$ cat config.mk
export PLATFORM = sky130hd
export DESIGN_NAME = dram_train_cmdq
export DESIGN_NICKNAME = d
export VERILOG_FILES = /design/src/rtl/tq_pkg.sv /design/src/rtl/tq_regfile.sv /design/src/rtl/tq_wait_ctr.sv /design/src/rtl/tq_seq_fsm.sv /design/src/rtl/tq_cmd_drive.sv /design/src/rtl/dram_train_cmdq.sv
export SDC_FILE = /design/constraint.sdc
export NUM_CORES = 1
export LEC_CHECK = 0
export BUFFER_PORTS_ARGS = -buffer_cell sky130_fd_sc_hd__buf_2
export CORE_MARGIN = 2
export CORE_UTILIZATION = 60
export DETAILED_ROUTE_END_ITERATION = 8
export HOLD_SLACK_MARGIN = 0.08
export PLACE_DENSITY = 0.79
export SLEW_MARGIN = 25
export SYNTH_ARGS = -nofsm -noshare
export SYNTH_HDL_FRONTEND = slang
export SYNTH_SLANG_ARGS = --single-unit
$ cat constraint.sdc
create_clock -name clk -period 4.4 [get_ports clk]
set_clock_uncertainty 0.1 [all_clocks]
set_input_delay 0.66 -clock clk [delete_from_list [all_inputs] [get_ports clk]]
set_output_delay 0.66 -clock clk [all_outputs]
set_load 0.1 [all_outputs]
$ cat src/rtl/tq_pkg.sv
package tq_pkg;

  localparam int ROW_W  = 16;
  localparam int BANK_W = 3;
  localparam int RANK_W = 2;
  localparam int COOL_W = 16;

  // bit positions inside the written words
  localparam int LOC_LSB   = 0;
  localparam int BANK_LSB  = 20;
  localparam int RANK_LSB  = 24;
  localparam int COOL_LSB  = 16;
  localparam int CNT_LSB   = 16;
  localparam int START_BIT = 0;

  typedef struct packed {
    logic [ROW_W-1:0]  loc;
    logic [BANK_W-1:0] bank;
    logic [RANK_W-1:0] rank;
    logic              we_n;
    logic              cas_n;
    logic              ras_n;
    logic [COOL_W-1:0] cool;
  } ent_t;

  typedef enum logic [1:0] {
    SQ_IDLE  = 2'd0,
    SQ_ISSUE = 2'd1,
    SQ_WAIT  = 2'd2,
    SQ_DONE  = 2'd3
  } sq_state_t;

  function automatic logic [ROW_W-1:0] loc_of(input logic [31:0] w);
    return w[LOC_LSB +: ROW_W];
  endfunction

  function automatic logic [BANK_W-1:0] bank_of(input logic [31:0] w);
    return w[BANK_LSB +: BANK_W];
  endfunction

  function automatic logic [RANK_W-1:0] rank_of(input logic [31:0] w);
    return w[RANK_LSB +: RANK_W];
  endfunction

  function automatic logic [COOL_W-1:0] cool_of(input logic [31:0] w);
    return w[COOL_LSB +: COOL_W];
  endfunction

  // count code is (N-1)*4; the two low bits carry nothing
  function automatic int unsigned last_of_code(input logic [31:0] w);
    logic [3:0] code;
    code = w[CNT_LSB +: 4];
    return int'(code) >> 2;
  endfunction

endpackage

$ cat src/rtl/tq_regfile.sv
module tq_regfile #(
  parameter int NUM_ENT = 4,
  parameter int AW      = 4
) (
  input  logic                       clk,
  input  logic                       rst_n,
  input  logic                       wr_en,
  input  logic [AW-1:0]              wr_addr,
  input  logic [31:0]                wr_data,
  input  logic                       lock,
  output tq_pkg::ent_t [NUM_ENT-1:0] ents
);
  import tq_pkg::*;

  localparam int LOC_BASE  = 0;
  localparam int STB_BASE  = NUM_ENT;
  localparam int COOL_BASE = 2 * NUM_ENT;

  localparam ent_t ENT_RST = '{loc: '0, bank: '0, rank: '0,
                               we_n: 1'b1, cas_n: 1'b1, ras_n: 1'b1,
                               cool: '0};

  ent_t ent_q [NUM_ENT];
  logic wr_ok;

  assign wr_ok = wr_en && !lock;

  for (genvar i = 0; i < NUM_ENT; i++) begin : g_slot
    logic hit_loc, hit_stb, hit_cool;
    assign hit_loc  = wr_ok && (wr_addr == AW'(LOC_BASE + i));
    assign hit_stb  = wr_ok && (wr_addr == AW'(STB_BASE + i));
    assign hit_cool = wr_ok && (wr_addr == AW'(COOL_BASE + i));

    always_ff @(posedge clk) begin
      if (!rst_n) begin
        ent_q[i] <= ENT_RST;
      end else begin
        if (hit_loc) begin
          ent_q[i].loc  <= loc_of(wr_data);
          ent_q[i].bank <= bank_of(wr_data);
          ent_q[i].rank <= rank_of(wr_data);
        end
        if (hit_stb) begin
          ent_q[i].ras_n <= wr_data[0];
          ent_q[i].cas_n <= wr_data[1];
          ent_q[i].we_n  <= wr_data[2];
        end
        if (hit_cool) begin
          ent_q[i].cool <= cool_of(wr_data);
        end
      end
    end

    assign ents[i] = ent_q[i];

    // a write during a run leaves the slot untouched
    p_locked_hold_r8: assert property (@(posedge clk) disable iff (!rst_n)
      (lock && wr_en) |=> $stable(ent_q[i]));
  end

endmodule

$ cat src/rtl/tq_wait_ctr.sv
module tq_wait_ctr #(
  parameter int CW = 16
) (
  input  logic          clk,
  input  logic          rst_n,
  input  logic          load,
  input  logic [CW-1:0] load_val,
  output logic          expire
);

  logic [CW-1:0] cnt_q;

  always_ff @(posedge clk) begin
    if (!rst_n) begin
      cnt_q <= '0;
    end else if (load) begin
      cnt_q <= load_val;
    end else if (cnt_q != '0) begin
      cnt_q <= cnt_q - 1'b1;
    end
  end

  // last cooldown cycle: counter is about to reach zero
  assign expire = (cnt_q == CW'(1));

  // cooldown counts down by one each cycle after load
  p_wait_step_r6: assert property (@(posedge clk) disable iff (!rst_n)
    (!load && cnt_q != '0) |=> (cnt_q == $past(cnt_q) - 1'b1));

  p_wait_load_r6: assert property (@(posedge clk) disable iff (!rst_n)
    load |=> (cnt_q == $past(load_val)));

endmodule

$ cat src/rtl/tq_seq_fsm.sv
module tq_seq_fsm #(
  parameter int NUM_ENT = 4,
  parameter int IDXW    = 2,
  parameter int CW      = 16
) (
  input  logic            clk,
  input  logic            rst_n,
  input  logic            ctrl_wr,
  input  logic            start_bit,
  input  logic [IDXW-1:0] ctrl_last,
  input  logic [CW-1:0]   cur_cool,
  input  logic            expire,
  output logic            issue_fire,
  output logic [IDXW-1:0] idx,
  output logic            busy,
  output logic            done
);
  import tq_pkg::*;

  sq_state_t       state_q;
  logic [IDXW-1:0] idx_q;
  logic [IDXW-1:0] last_q;
  logic            done_q;
  logic            at_last;
  logic            step;

  assign issue_fire = (state_q == SQ_ISSUE);
  assign at_last    = (idx_q == last_q);
  assign step       = (issue_fire && cur_cool == '0) ||
                      (state_q == SQ_WAIT && expire);

  always_ff @(posedge clk) begin
    if (!rst_n) begin
      state_q <= SQ_IDLE;
      idx_q   <= '0;
      last_q  <= IDXW'(NUM_ENT - 1);
      done_q  <= 1'b0;
    end else begin
      done_q <= 1'b0;
      case (state_q)
        SQ_IDLE: begin
          if (ctrl_wr) begin
            last_q <= ctrl_last;
            if (start_bit) begin
              state_q <= SQ_ISSUE;
              idx_q   <= '0;
            end
          end
        end
        SQ_ISSUE, SQ_WAIT: begin
          if (step) begin
            if (at_last) begin
              state_q <= SQ_DONE;
            end else begin
              idx_q   <= idx_q + 1'b1;
              state_q <= SQ_ISSUE;
            end
          end else if (issue_fire) begin
            state_q <= SQ_WAIT;
          end
        end
        SQ_DONE: begin
          state_q <= SQ_IDLE;
          done_q  <= 1'b1;
        end
        default: state_q <= SQ_IDLE;
      endcase
    end
  end

  assign idx  = idx_q;
  assign busy = (state_q != SQ_IDLE);
  assign done = done_q;

  // index never runs past the programmed count
  p_idx_bound_r5: assert property (@(posedge clk) disable iff (!rst_n)
    busy |-> (idx_q <= last_q));

  // every run begins at slot 0
  p_first_slot_r5: assert property (@(posedge clk) disable iff (!rst_n)
    $rose(busy) |-> (idx_q == '0));

  // done is a lone pulse outside busy
  p_done_pulse_r7: assert property (@(posedge clk) disable iff (!rst_n)
    done |=> !done);

  p_done_idle_r7: assert property (@(posedge clk) disable iff (!rst_n)
    done |-> !busy);

  // a start or count write during a run has no effect
  p_start_drop_r9: assert property (@(posedge clk) disable iff (!rst_n)
    (busy && ctrl_wr) |=> $stable(last_q));

endmodule

$ cat src/rtl/tq_cmd_drive.sv
module tq_cmd_drive #(
  parameter int AWD = 16,
  parameter int BW  = 3,
  parameter int RW  = 2
) (
  input  logic           clk,
  input  logic           rst_n,
  input  logic           fire,
  input  logic [AWD-1:0] in_addr,
  input  logic [BW-1:0]  in_bank,
  input  logic [RW-1:0]  in_rank,
  input  logic           in_ras_n,
  input  logic           in_cas_n,
  input  logic           in_we_n,
  output logic           cmd_valid,
  output logic           cmd_ras_n,
  output logic           cmd_cas_n,
  output logic           cmd_we_n,
  output logic [AWD-1:0] cmd_addr,
  output logic [BW-1:0]  cmd_bank,
  output logic [RW-1:0]  cmd_rank
);

  always_ff @(posedge clk) begin
    if (!rst_n || !fire) begin
      cmd_valid <= 1'b0;
      cmd_ras_n <= 1'b1;
      cmd_cas_n <= 1'b1;
      cmd_we_n  <= 1'b1;
      cmd_addr  <= '0;
      cmd_bank  <= '0;
      cmd_rank  <= '0;
    end else begin
      cmd_valid <= 1'b1;
      cmd_ras_n <= in_ras_n;
      cmd_cas_n <= in_cas_n;
      cmd_we_n  <= in_we_n;
      cmd_addr  <= in_addr;
      cmd_bank  <= in_bank;
      cmd_rank  <= in_rank;
    end
  end

  // idle bus shows NOP
  p_nop_idle_r5: assert property (@(posedge clk) disable iff (!rst_n)
    !cmd_valid |-> (cmd_ras_n && cmd_cas_n && cmd_we_n));

endmodule

$ cat src/rtl/dram_train_cmdq.sv
module dram_train_cmdq #(
  parameter  int NUM_ENT = 4,
  localparam int AW      = $clog2(3 * NUM_ENT + 1),
  localparam int IDXW    = (NUM_ENT > 1) ? $clog2(NUM_ENT) : 1
) (
  input  logic          clk,
  input  logic          rst_n,
  input  logic          wr_en,
  input  logic [AW-1:0] wr_addr,
  input  logic [31:0]   wr_data,
  output logic          cmd_valid,
  output logic          cmd_ras_n,
  output logic          cmd_cas_n,
  output logic          cmd_we_n,
  output logic [15:0]   cmd_addr,
  output logic [2:0]    cmd_bank,
  output logic [1:0]    cmd_rank,
  output logic          busy,
  output logic          done
);
  import tq_pkg::*;

  localparam int CTRL_WORD = 3 * NUM_ENT;

  ent_t [NUM_ENT-1:0] ents;
  ent_t               cur;
  logic               ctrl_wr;
  logic [IDXW-1:0]    ctrl_last;
  logic [IDXW-1:0]    idx;
  logic               issue_fire;
  logic               expire;

  assign ctrl_wr   = wr_en && (wr_addr == AW'(CTRL_WORD));
  assign ctrl_last = IDXW'(last_of_code(wr_data));

  tq_regfile #(.NUM_ENT(NUM_ENT), .AW(AW)) u_regs (
    .clk     (clk),
    .rst_n   (rst_n),
    .wr_en   (wr_en),
    .wr_addr (wr_addr),
    .wr_data (wr_data),
    .lock    (busy),
    .ents    (ents)
  );

  assign cur = ents[idx];

  tq_seq_fsm #(.NUM_ENT(NUM_ENT), .IDXW(IDXW), .CW(COOL_W)) u_fsm (
    .clk        (clk),
    .rst_n      (rst_n),
    .ctrl_wr    (ctrl_wr),
    .start_bit  (wr_data[START_BIT]),
    .ctrl_last  (ctrl_last),
    .cur_cool   (cur.cool),
    .expire     (expire),
    .issue_fire (issue_fire),
    .idx        (idx),
    .busy       (busy),
    .done       (done)
  );

  tq_wait_ctr #(.CW(COOL_W)) u_wait (
    .clk      (clk),
    .rst_n    (rst_n),
    .load     (issue_fire),
    .load_val (cur.cool),
    .expire   (expire)
  );

  tq_cmd_drive #(.AWD(ROW_W), .BW(BANK_W), .RW(RANK_W)) u_drive (
    .clk       (clk),
    .rst_n     (rst_n),
    .fire      (issue_fire),
    .in_addr   (cur.loc),
    .in_bank   (cur.bank),
    .in_rank   (cur.rank),
    .in_ras_n  (cur.ras_n),
    .in_cas_n  (cur.cas_n),
    .in_we_n   (cur.we_n),
    .cmd_valid (cmd_valid),
    .cmd_ras_n (cmd_ras_n),
    .cmd_cas_n (cmd_cas_n),
    .cmd_we_n  (cmd_we_n),
    .cmd_addr  (cmd_addr),
    .cmd_bank  (cmd_bank),
    .cmd_rank  (cmd_rank)
  );

  // commands only appear inside a run
  p_valid_in_busy_r7: assert property (@(posedge clk) disable iff (!rst_n)
    cmd_valid |-> busy);

  // done closes a run
  p_done_after_run_r7: assert property (@(posedge clk) disable iff (!rst_n)
    done |-> $past(busy));

endmodule

* Word-level counts from Yosys, hierarchy flattened
Memory sizes are Yosys's and may differ from the RTL's.
Cells that the tools add are included.
** Storage, ports and cells
- Flip-flop bits (word level) :: 48
- RAM bits :: 160
- Output and inout port bits :: 27
- Word-level logic and storage cells :: 180
- Memories kept :: 1
** Memories
- u_regs.ent_q :: depth 4, bits a word 40, rd ports 4, clocked after Yosys merged registers in 0, write ports 4, RTL line tq_regfile.sv:23 : ent_t ent_q [NUM_ENT];
** Cells by class
- $add $sub $neg :: 2
- Magnitude comparators :: 1
- Equality and inequality tests :: 22
- Mux-type cells :: 82
- Bitwise operators :: 28
- Reduce and logical (&&, ||, !) cells :: 32
** Operators by type and width (count)
- 16-bit 2-to-1 mux :: 10
- 40-bit binary-select mux with 2-bit select :: 1
- 1-bit 2-to-1 mux :: 51
- 40-bit 2-to-1 mux :: 1
- 1-bit bitwise OR :: 28
- 2-bit 2-to-1 mux :: 13
- 4-bit == test, second input constant :: 5
- 16-bit by 1-bit == test with 1-bit output, second input constant :: 1
- 4-bit by 3-bit == test with 1-bit output, second input constant :: 4
- 1-bit logical AND :: 16
- 16-bit zero test :: 1
- 16-bit nonzero test :: 1
- 16-bit by 1-bit subtractor with 16-bit output, second input constant :: 1
- 3-bit 2-to-1 mux :: 4
- 4-bit by 2-bit == test with 1-bit output, second input constant :: 2
- 2-bit != test, second input constant :: 3
- 2-bit one-hot mux with 3 select lines :: 1
- 2-bit nonzero test :: 3
- 5-bit AND reduction :: 1
- 2-bit == test, second input constant :: 2
- 4-bit by 1-bit == test with 1-bit output, second input constant :: 1
- 4-bit zero test :: 1
- 2-bit one-hot mux with 2 select lines :: 1
- 1-bit zero test :: 3
- other kinds (11) :: 12

* Longest topological paths before layout
Gate-level depths: netlist of the first run.
- Depth in word-level cells :: 8
- Depth in mapped cells :: 8

* By module
Synthesis of the first run repeated with hierarchy kept, for this count alone.
** Unflattened totals
- Cells, all modules :: 718
- Area, all modules :: 9584.2 um^2
** Modules (own cells, without submodules)
- tq_regfile :: instances 1, cells an instance 460, area each 6558.8 um^2, sequential area each 4804.6 um^2
- dram_train_cmdq :: instances 1, cells an instance 51, area each 1024.7 um^2, sequential area each 0.0 um^2
- tq_wait_ctr :: instances 1, cells an instance 104, area each 875.8 um^2, sequential area each 320.3 um^2
- tq_cmd_drive :: instances 1, cells an instance 54, area each 700.7 um^2, sequential area each 500.5 um^2
- tq_seq_fsm :: instances 1, cells an instance 49, area each 424.2 um^2, sequential area each 140.1 um^2

* Worst setup path after synthesis of the first run
Ideal clock, no wire load.
- Path type :: in2reg
- Start :: in wr_addr[1]
- End :: mem u_regs.ent_q[0][19] (netlist name) (enable)
- Setup time :: 428 ps
- Arrival time :: 2655 ps
- Required time :: 3872 ps
- Path slack :: 1216 ps
- Stages :: 3
- Path through :: or2_2 -> clkbuf_1 -> o21ai_0
** RTL lines
- from (decl) :: RTL line dram_train_cmdq.sv:9 : input logic [AW-1:0] wr_addr,
- to (decl) :: RTL line tq_regfile.sv:23

* Worst setup path after layout of the first run
- Start :: reg u_fsm.idx_q[0], in the netlist u_fsm.idx[0]
- End :: reg u_fsm.idx_q[1], in the netlist u_fsm.idx[1]
** Between the ends
- Longest elaborated chain between the ends :: 7
** RTL lines
- from (decl) :: RTL line tq_seq_fsm.sv:21 : logic [IDXW-1:0] idx_q;
- from (signal assigned) :: RTL line tq_seq_fsm.sv:55 : idx_q <= idx_q + 1'b1;
- 40-bit binary-select mux with 2-bit select :: RTL line dram_train_cmdq.sv:46 : assign cur = ents[idx];
- 40-bit 2-to-1 mux (implied by the code) :: RTL line dram_train_cmdq.sv:46
- 16-bit zero test :: RTL line tq_seq_fsm.sv:29 : assign step = (issue_fire && cur_cool == '0) ||
- 1-bit logical AND :: RTL line tq_seq_fsm.sv:29
- 1-bit logical OR :: RTL line tq_seq_fsm.sv:29
- 2-bit by 1-bit != test with 1-bit output (no line)
- 5-bit AND reduction (no line)
Several ways; a longest one is shown, not always the timed one. The select of a mux whose other input is x is not followed.
A chain may end at the register's enable or synchronous reset.

==> impl_metrics.yaml, run 1 <==
worst_setup_path:
  reg2reg_depth: 6
  startpoint_type: "register"
  worstPathRequired_ns: 4.71
  r2r_slack_ns: 1.34
  path_class: "reg -> reg"
  timing.rr.start: "u_fsm.idx[0]$_SDFFE_PN0P_"
  arrival_ns: 3.36
  r2r_end: "u_fsm.idx[1]$_SDFFE_PN0P_"
  critPathMaxFanout: 19
  end_kind: "register"
synthesis:
  yosysWarnings: 0
  synth_top_cell_area_share_pct: 53.2
  syn_area_per_cell_um2: 14.2
  ys_top_cells_by_area: "edfxtp_1 (53%), dfxtp_1 (11%), and2_1 (10%), mux4_2 (10%), nor2b_1 (1.5%)"
  synth_seq_cells: 208
  syn_area_um2: 9030
  ys_types: 48
  synthCells: 635
  yosysTopAreaCell: "edfxtp_1"
  syn-num-nets: 682
  ys_seq_area_share_pct: 63.8
sta:
  hold_viol: 0
  setup-violations-final: 0
  fmax_mhz: 327
  period_minus_slack_ns: 3.06
  maxSlewViolCount: 0
  relSlewSlack_pct: 28.1
  finalCritPeriodShare_pct: 69.5
  fin_ws_ns: 1.34
  grt_setup_unrepaired: "no"
  worst_pin_slew_ns: 1.07
  finalSetupTns_ns: 0
floorplan:
  initial_utilization_pct: 61.7
  rows: 44
  die-area_um2: 16100
  io_pins: 66
  die_x_um: 127
  coreArea_um2: 14600
  die_y_um: 127
clock_network:
  clock-root-buffer: "clkbuf_16"
  ctsHtreeMaxLevel: 1
  cts_buffer_depth: 3
  path_clk_slew_ns: 0.06
  ctsResizeCount: 0
  cts_buffers: 21
  cts_tree: "done"
  cts_hold_buf: 0
  numClockSinks: 208
  clk_latency_ns: 0.50
  cts_setup_buffers: 0
min_path:
  min_from: "wr_data[27]"
  min_path_type: "in -> reg"
  whs_path_depth: 2
  worstHoldEndpoint: "u_regs.ent_q[0][11]$_SDFFCE_PN0P_"
routing:
  drt_pass1_iterations: 5
  vias_per_cell: 6.04
  drc: 0
  wl_um: 19100
  wire_per_inst_um: 21.1
  num_vias: 5468
  ant_nets: 0
  drt_iter0_markers: 542
grt:
  grt_max_degree: 30
  grt_usage_pct: 24.6
  grt_pass1_wl_um: 30200
  antenna_found_initial: 1
  globalRoute.totalOverflow: 0
  grt_pass1_vias: 5619
placement:
  gp_congestion: 0.839
  pre_cts_slack_ns: 1.32
  port-buffer-count: 65
  dpl.hpwl_um: 11800
power:
  peakVddDrop_v: 0.000294
  power_density_nw_per_um2: 486
  cellLeakagePower_nw: 3.78
job:
  drv_cap: 0
cells_and_area:
  layout-drive-gt1-share_pct: 24.2
  final_nets: 752
  syn_to_final_growth_pct: 14.0
status:
  status: "completed"
## metrics by stage
step / utilization (%) / hold slack, ns / instances / total power, mW / instance area [um^2]
CTS: 70.2 / 0.360 / 904 / 5.01 / 10300
floorplan: - / 0.362 / 635 / 2.98 / 9030
global placement: 65.4 / 0.378 / 866 / 3.18 / 9580
global route: 70.3 / 0.372 / 905 / 5.18 / 10300
finish: 70.3 / 0.366 / 905 / 5.01 / 10300
detailed placement: 65.4 / 0.386 / 866 / 3.21 / 9580
## state kept, by name (all words and copies together), names as in the netlist
register and count:
u_fsm.idx 2, u_drive.cmd_addr 16, u_drive.cmd_cas_n 1, u_fsm.done 1, u_drive.cmd_bank 3, u_regs.ent_q 160, u_drive.cmd_we_n 1, u_drive.cmd_ras_n 1
u_wait.cnt_q 16, u_drive.cmd_valid 1, u_fsm.state_q 2, u_drive.cmd_rank 2, u_fsm.last_q 2
## worst max-delay path, stage by stage (launching register included)
cell	delay, ns
dfxtp_2	0.78
buf_4	0.39
mux4_2	0.57
nor4_2	0.41
a31oi_4	0.21
or2_0	0.26
o31ai_1	0.25
## placed cells by master (no fill, tap or decap), types with 6 or more instances in the layout
master     count
clkbuf_1       6
or2_2          6
xnor2_1        8
o21ai_0        8
or4_1          7
nor2b_1       21
or3_1         14
nand2_1       15
nand3_1        6
inv_1         10
dfxtp_1       46
buf_4         15
clkbuf_16     21
and2_1       150
nor3_1        12
buf_2         65
a211oi_1       7
ha_1           8
nor2_1        20
mux4_2        40
edfxtp_1     160
## power breakdown
group	internal, mW	switching [mW]
clock	1.09	0.715
combinational	0.276	0.568
sequential	2.26	0.0937
total	3.63	1.38
## area by class of cell
| cell class | count | area [um^2] |
|---|---|---|
| diodes | 1 | 2.50 |
| clock buffers | 29 | 576 |
| clock inverters | 9 | 124 |
| fillers | 968 | 4350 |
| inverters | 11 | 41.3 |
| multi-input cells | 383 | 3110 |
| flip-flops and latches | 208 | 5770 |
| well taps | 184 | 230 |
| repair buffers | 80 | 438 |
## kinds of logic (layout without fill, tap and decap cells)
kind of cell | count (synthesis) | count (layout) | share of synthesized area, %
other | 0 | 1 | 0
DFF | 208 | 208 | 63.8
muxes | 44 | 44 | 10.4
adders and majority gates | 8 | 8 | 1.11
xor gates and xnor gates | 11 | 11 | 1.07
and+or+nand+nor | 272 | 272 | 18.0
AOI/OAI and AO/OA | 48 | 48 | 3.63
buffers and inverters | 44 | 129 | 1.97
## layer usage
layer	routed length, um	track usage (%)
met5	0	0
met4	420	6.40
met3	1290	4.68
met2	9510	42.0
met1	7890	33.1
## cell usage after synthesis, drive strengths merged
cell       n
edfxtp   160
and2     150
dfxtp     48
mux4      40
clkbuf    24
nor2      24
nor2b     21
o21ai     17
nand2     16
or3       14
nor3      12
inv       10
buf        9
ha         8
nor4       8
or4        8
xnor2      8
a211oi     7
or2        7
nand3      6
a21oi      5
a31oi      4
mux2i      4
nand2b     3
xor2       3
a22oi      2
a311oi     2
o211ai     2
o31ai      2
a211o      1
a221oi     1
and3       1
and4       1
clkinv     1
nand4b     1
o2111ai    1
o211a      1
o21bai     1
o311a      1
o41ai      1
## how the worst max path moves through the flow
stage / from / to / slack, ns / cells past startpoint
after global placement: u_fsm.idx[0]$_SDFFE_PN0P_ / u_fsm.idx[1]$_SDFFE_PN0P_ / 1.35 / 6
after floorplan: wr_addr[1] / u_regs.ent_q[0][19]$_SDFFCE_PN0P_ / 1.22 / 3
after CTS: u_fsm.idx[0]$_SDFFE_PN0P_ / u_fsm.idx[1]$_SDFFE_PN0P_ / 1.31 / 6
after detailed placement: u_fsm.idx[0]$_SDFFE_PN0P_ / u_fsm.idx[1]$_SDFFE_PN0P_ / 1.32 / 6
final: u_fsm.idx[0]$_SDFFE_PN0P_ / u_fsm.idx[1]$_SDFFE_PN0P_ / 1.34 / 6
after global routing: u_fsm.idx[0]$_SDFFE_PN0P_ / u_fsm.idx[1]$_SDFFE_PN0P_ / 1.13 / 6
Note: power is estimated with default switching activity, not from simulation.
==> inputs of run 2 (changes only) <==
--- a/config.mk
+++ b/config.mk
@@ -5,12 +5,13 @@
 export SDC_FILE = /design/constraint.sdc
 export NUM_CORES = 1
 export LEC_CHECK = 0
+export ABC_AREA = 1
 export BUFFER_PORTS_ARGS = -buffer_cell sky130_fd_sc_hd__buf_2
 export CORE_MARGIN = 2
-export CORE_UTILIZATION = 60
+export CORE_UTILIZATION = 54
 export DETAILED_ROUTE_END_ITERATION = 8
 export HOLD_SLACK_MARGIN = 0.08
-export PLACE_DENSITY = 0.79
+export PLACE_DENSITY = 0.75
 export SLEW_MARGIN = 25
 export SYNTH_ARGS = -nofsm -noshare
 export SYNTH_HDL_FRONTEND = slang
==> constraint.sdc (replaced) <==
create_clock -name clk -period 2.6 [get_ports clk]
set_clock_uncertainty 0.1 [all_clocks]
set_input_delay 0.39 -clock clk [delete_from_list [all_inputs] [get_ports clk]]
set_output_delay 0.39 -clock clk [all_outputs]
set_load 0.1 [all_outputs]
==> run 2 against run 1 <==
Effect of this change: design area is 1.4% higher; routed wire length up 8.8%; area after synthesis is 0.54% higher; largest cell class unchanged.
==> impl_metrics.yaml, run 2 <==
floorplan:
  die-area_um2: 17900
  die_y_um: 134
  rows: 47
  coreArea_um2: 16500
  io_pins: 66
  die_x_um: 134
  initial_utilization_pct: 55.0
synthesis:
  synth_most_common_cell: "nor2_1"
  syn-num-nets: 1026
  yosysWarnings: 0
  syn_area_um2: 9080
  syn_area_per_cell_um2: 9.28
  synth_seq_cells: 208
  ys_top_cells_by_count: "nor2_1 (283), nand2_1 (174), edfxtp_1 (160)"
  synth_top_cell_area_share_pct: 52.9
  ys_top_cells_by_area: "edfxtp_1 (53%), nor2_1 (12%), dfxtp_1 (11%), nand2_1 (7.2%), o21ai_0 (3.3%)"
  synth_edf_count: 160
  ys_seq_area_share_pct: 63.5
  ys_async_sr_fraction_pct: 0
  synth_flop_cell: "edfxtp_1"
  yosysTopAreaCell: "edfxtp_1"
  ys_types: 33
  synthCells: 979
min_path:
  whs_path_depth: 3
  min_from: "wr_data[18]"
  worstHoldEndpoint: "u_fsm.last_q[0]$_SDFFE_PN1P_"
  min_path_type: "in -> reg"
job:
  drv_cap: 0
routing:
  m1WireLength_um: 9240
  dr_wl_met2_um: 9940
  drc: 0
  drt_pass1_iterations: 5
  vias_per_cell: 5.35
  wire_per_inst_um: 16.2
  highest_layer: "met4"
  drt_iter0_markers: 836
  num_vias: 6891
  wl_um: 20800
  wl_met3_um: 1380
  ant_nets: 0
worst_setup_path:
  timing.rr.start: "u_wait.cnt_q[0]$_SDFFE_PN0P_"
  r2r_slack_ns: 0.50
  r2r_end: "u_wait.cnt_q[10]$_SDFFE_PN0P_"
  path_class: "reg -> out"
  worstPathRequired_ns: 2.11
  reg2reg_depth: 10
  arrival_ns: 1.80
  end_kind: "output pin"
  startpoint_type: "register"
  critPathMaxFanout: 6
cells_and_area:
  final_nets: 1099
  layout-drive-gt1-share_pct: 12.9
  top_register: "u_regs.ent_q"
  largest_register_ff_count: 160
  postLayoutCellArea_um2: 10400
  nFillCells: 1315
  syn_to_final_growth_pct: 15.0
  diodes: 0
  layout_common_cells: "nor2_1 (283), nand2_1 (174), edfxtp_1 (160)"
  seq_area_um2: 5770
  reg_top3: "u_regs.ent_q x160, u_drive.cmd_addr x16, u_wait.cnt_q x16"
  layout_commonest_cell: "nor2_1"
  multi_input_area_um2: 2870
sta:
  maxSlewViolCount: 0
  worst_pin_slew_ns: 0.594
  worst_hold_slack_ns: 0.0943
  period_minus_slack_ns: 2.29
  finalCritPeriodShare_pct: 88.2
  finalSetupTns_ns: 0
  grt_setup_unrepaired: "no"
  relSlewSlack_pct: 60.3
  setup-violations-final: 0
  fin_ws_ns: 0.307
  hold_viol: 0
  fmax_mhz: 436
clock_network:
  clk_latency_ns: 0.50
  ctsHtreeMaxLevel: 1
  cts_tree: "done"
  numClockSinks: 208
  cts_buffer_depth: 3
  cts_setup_buffers: 0
  cts_buffers: 22
  path_clk_slew_ns: 0.06
  clock-root-buffer: "clkbuf_16"
power:
  power_density_nw_per_um2: 966
  seq_power_share_pct: 39.7
  switchingPower_mw: 3.54
  intPower_mw: 6.55
  switching_share_pct: 35.1
  cellLeakagePower_nw: 4.42
  comb_power_share_pct: 29.5
  peakVddDrop_v: 0.000426
  clkPwrFrac_pct: 30.9
status:
  status: "completed"
placement:
  port-buffer-count: 65
  dpl.hpwl_um: 13000
  gp_congestion: 0.879
  placed_cell_area_um2: 9710
  pre_cts_slack_ns: 0.520
grt:
  grt_pass1_wl_um: 33300
  grt_usage_pct: 23.5
  grt_max_degree: 51
  antenna_found_initial: 0
  grt_pass1_vias: 6552
  globalRoute.totalOverflow: 0
==> run 2: cell types whose count changed after synthesis, sizes merged, moves of 42 or more <==
cell   delta
nor2    +260
nand2   +158
and2    -150
inv      +57
nand3    +49
o21ai    +42
==> run 2: per-stage QoR <==
stage	power (mW)	utilization, %	instances
4_1_cts	10.1	63.2	1288
3_3_place_gp	6.98	58.8	1247
2_1_floorplan	6.28	-	979
5_1_grt	10.6	63.2	1288
3_5_place_dp	7.00	58.8	1247
6_report	10.1	63.2	1288
==> run 2: timing repair <==
action | 4_1_cts | 5_1_grt
hold endpoints to repair | 1 | 0
resized for setup | 0 | 0
hold buffers | 1 | 0
==> run 2: layout make-up <==
| cell class | count | area share [%] |
|---|---|---|
| clock buffers | 28 | 5.49 |
| clock inverters | 12 | 1.38 |
| repair buffers | 96 | 5.37 |
| flip-flops and latches | 208 | 55.2 |
| well taps | 220 | 2.64 |
| multi-input cells | 657 | 27.5 |
| inverters | 67 | 2.41 |
==> run 2: worst max-delay path, stage by stage (launching register included) <==
cell and delay (ns):
dfxtp_1 0.40, inv_1 0.08, ha_1 0.20, inv_1 0.14, buf_2 0.47
==> run 2: power by group through the flow <==
stage	Clock, mW	Combinational [mW]	Sequential [mW]
6_report	3.11	2.97	4.00
5_1_grt	3.27	3.32	4.03
4_1_cts	3.14	2.95	4.00
3_5_place_dp	0	2.93	4.07
3_3_place_gp	0	2.92	4.06
2_1_floorplan	0	1.98	4.30
==> run 2: kinds of logic (layout without fill, tap and decap cells) <==
group / count (synthesis) / count (layout) / synth area share (%)
simple gates: 533 / 533 / 23.5
flops: 208 / 208 / 63.5
buf+inv: 114 / 203 / 4.92
compound gates: 112 / 112 / 6.61
xor+xnor: 4 / 4 / 0.386
fa+ha+maj: 8 / 8 / 1.10
==> run 2: layer usage <==
metal | up-vias | track usage, %
met5 | - | 0
met4 | 0 | 6.03
met3 | 20 | 3.20
met2 | 281 | 38.1
met1 | 3219 | 33.8
li1 | 3371 | -
==> run 2: worst max-delay path by stage <==
stage / start / to / slack, ns / cells past startpoint
floorplan: u_fsm.state_q[0]$_SDFFE_PN0P_ / u_regs.ent_q[0][19]$_SDFFCE_PN0P_ / 0.43 / 6
global placement: u_wait.cnt_q[0]$_SDFFE_PN0P_ / u_wait.cnt_q[10]$_SDFFE_PN0P_ / 0.45 / 10
detailed placement: u_wait.cnt_q[0]$_SDFFE_PN0P_ / u_wait.cnt_q[10]$_SDFFE_PN0P_ / 0.52 / 10
CTS: u_fsm.state_q[0]$_SDFFE_PN0P_ / busy / 0.29 / 4
global route: u_fsm.state_q[1]$_SDFFE_PN0P_ / busy / 0.23 / 4
finish: u_fsm.state_q[1]$_SDFFE_PN0P_ / busy / 0.31 / 4
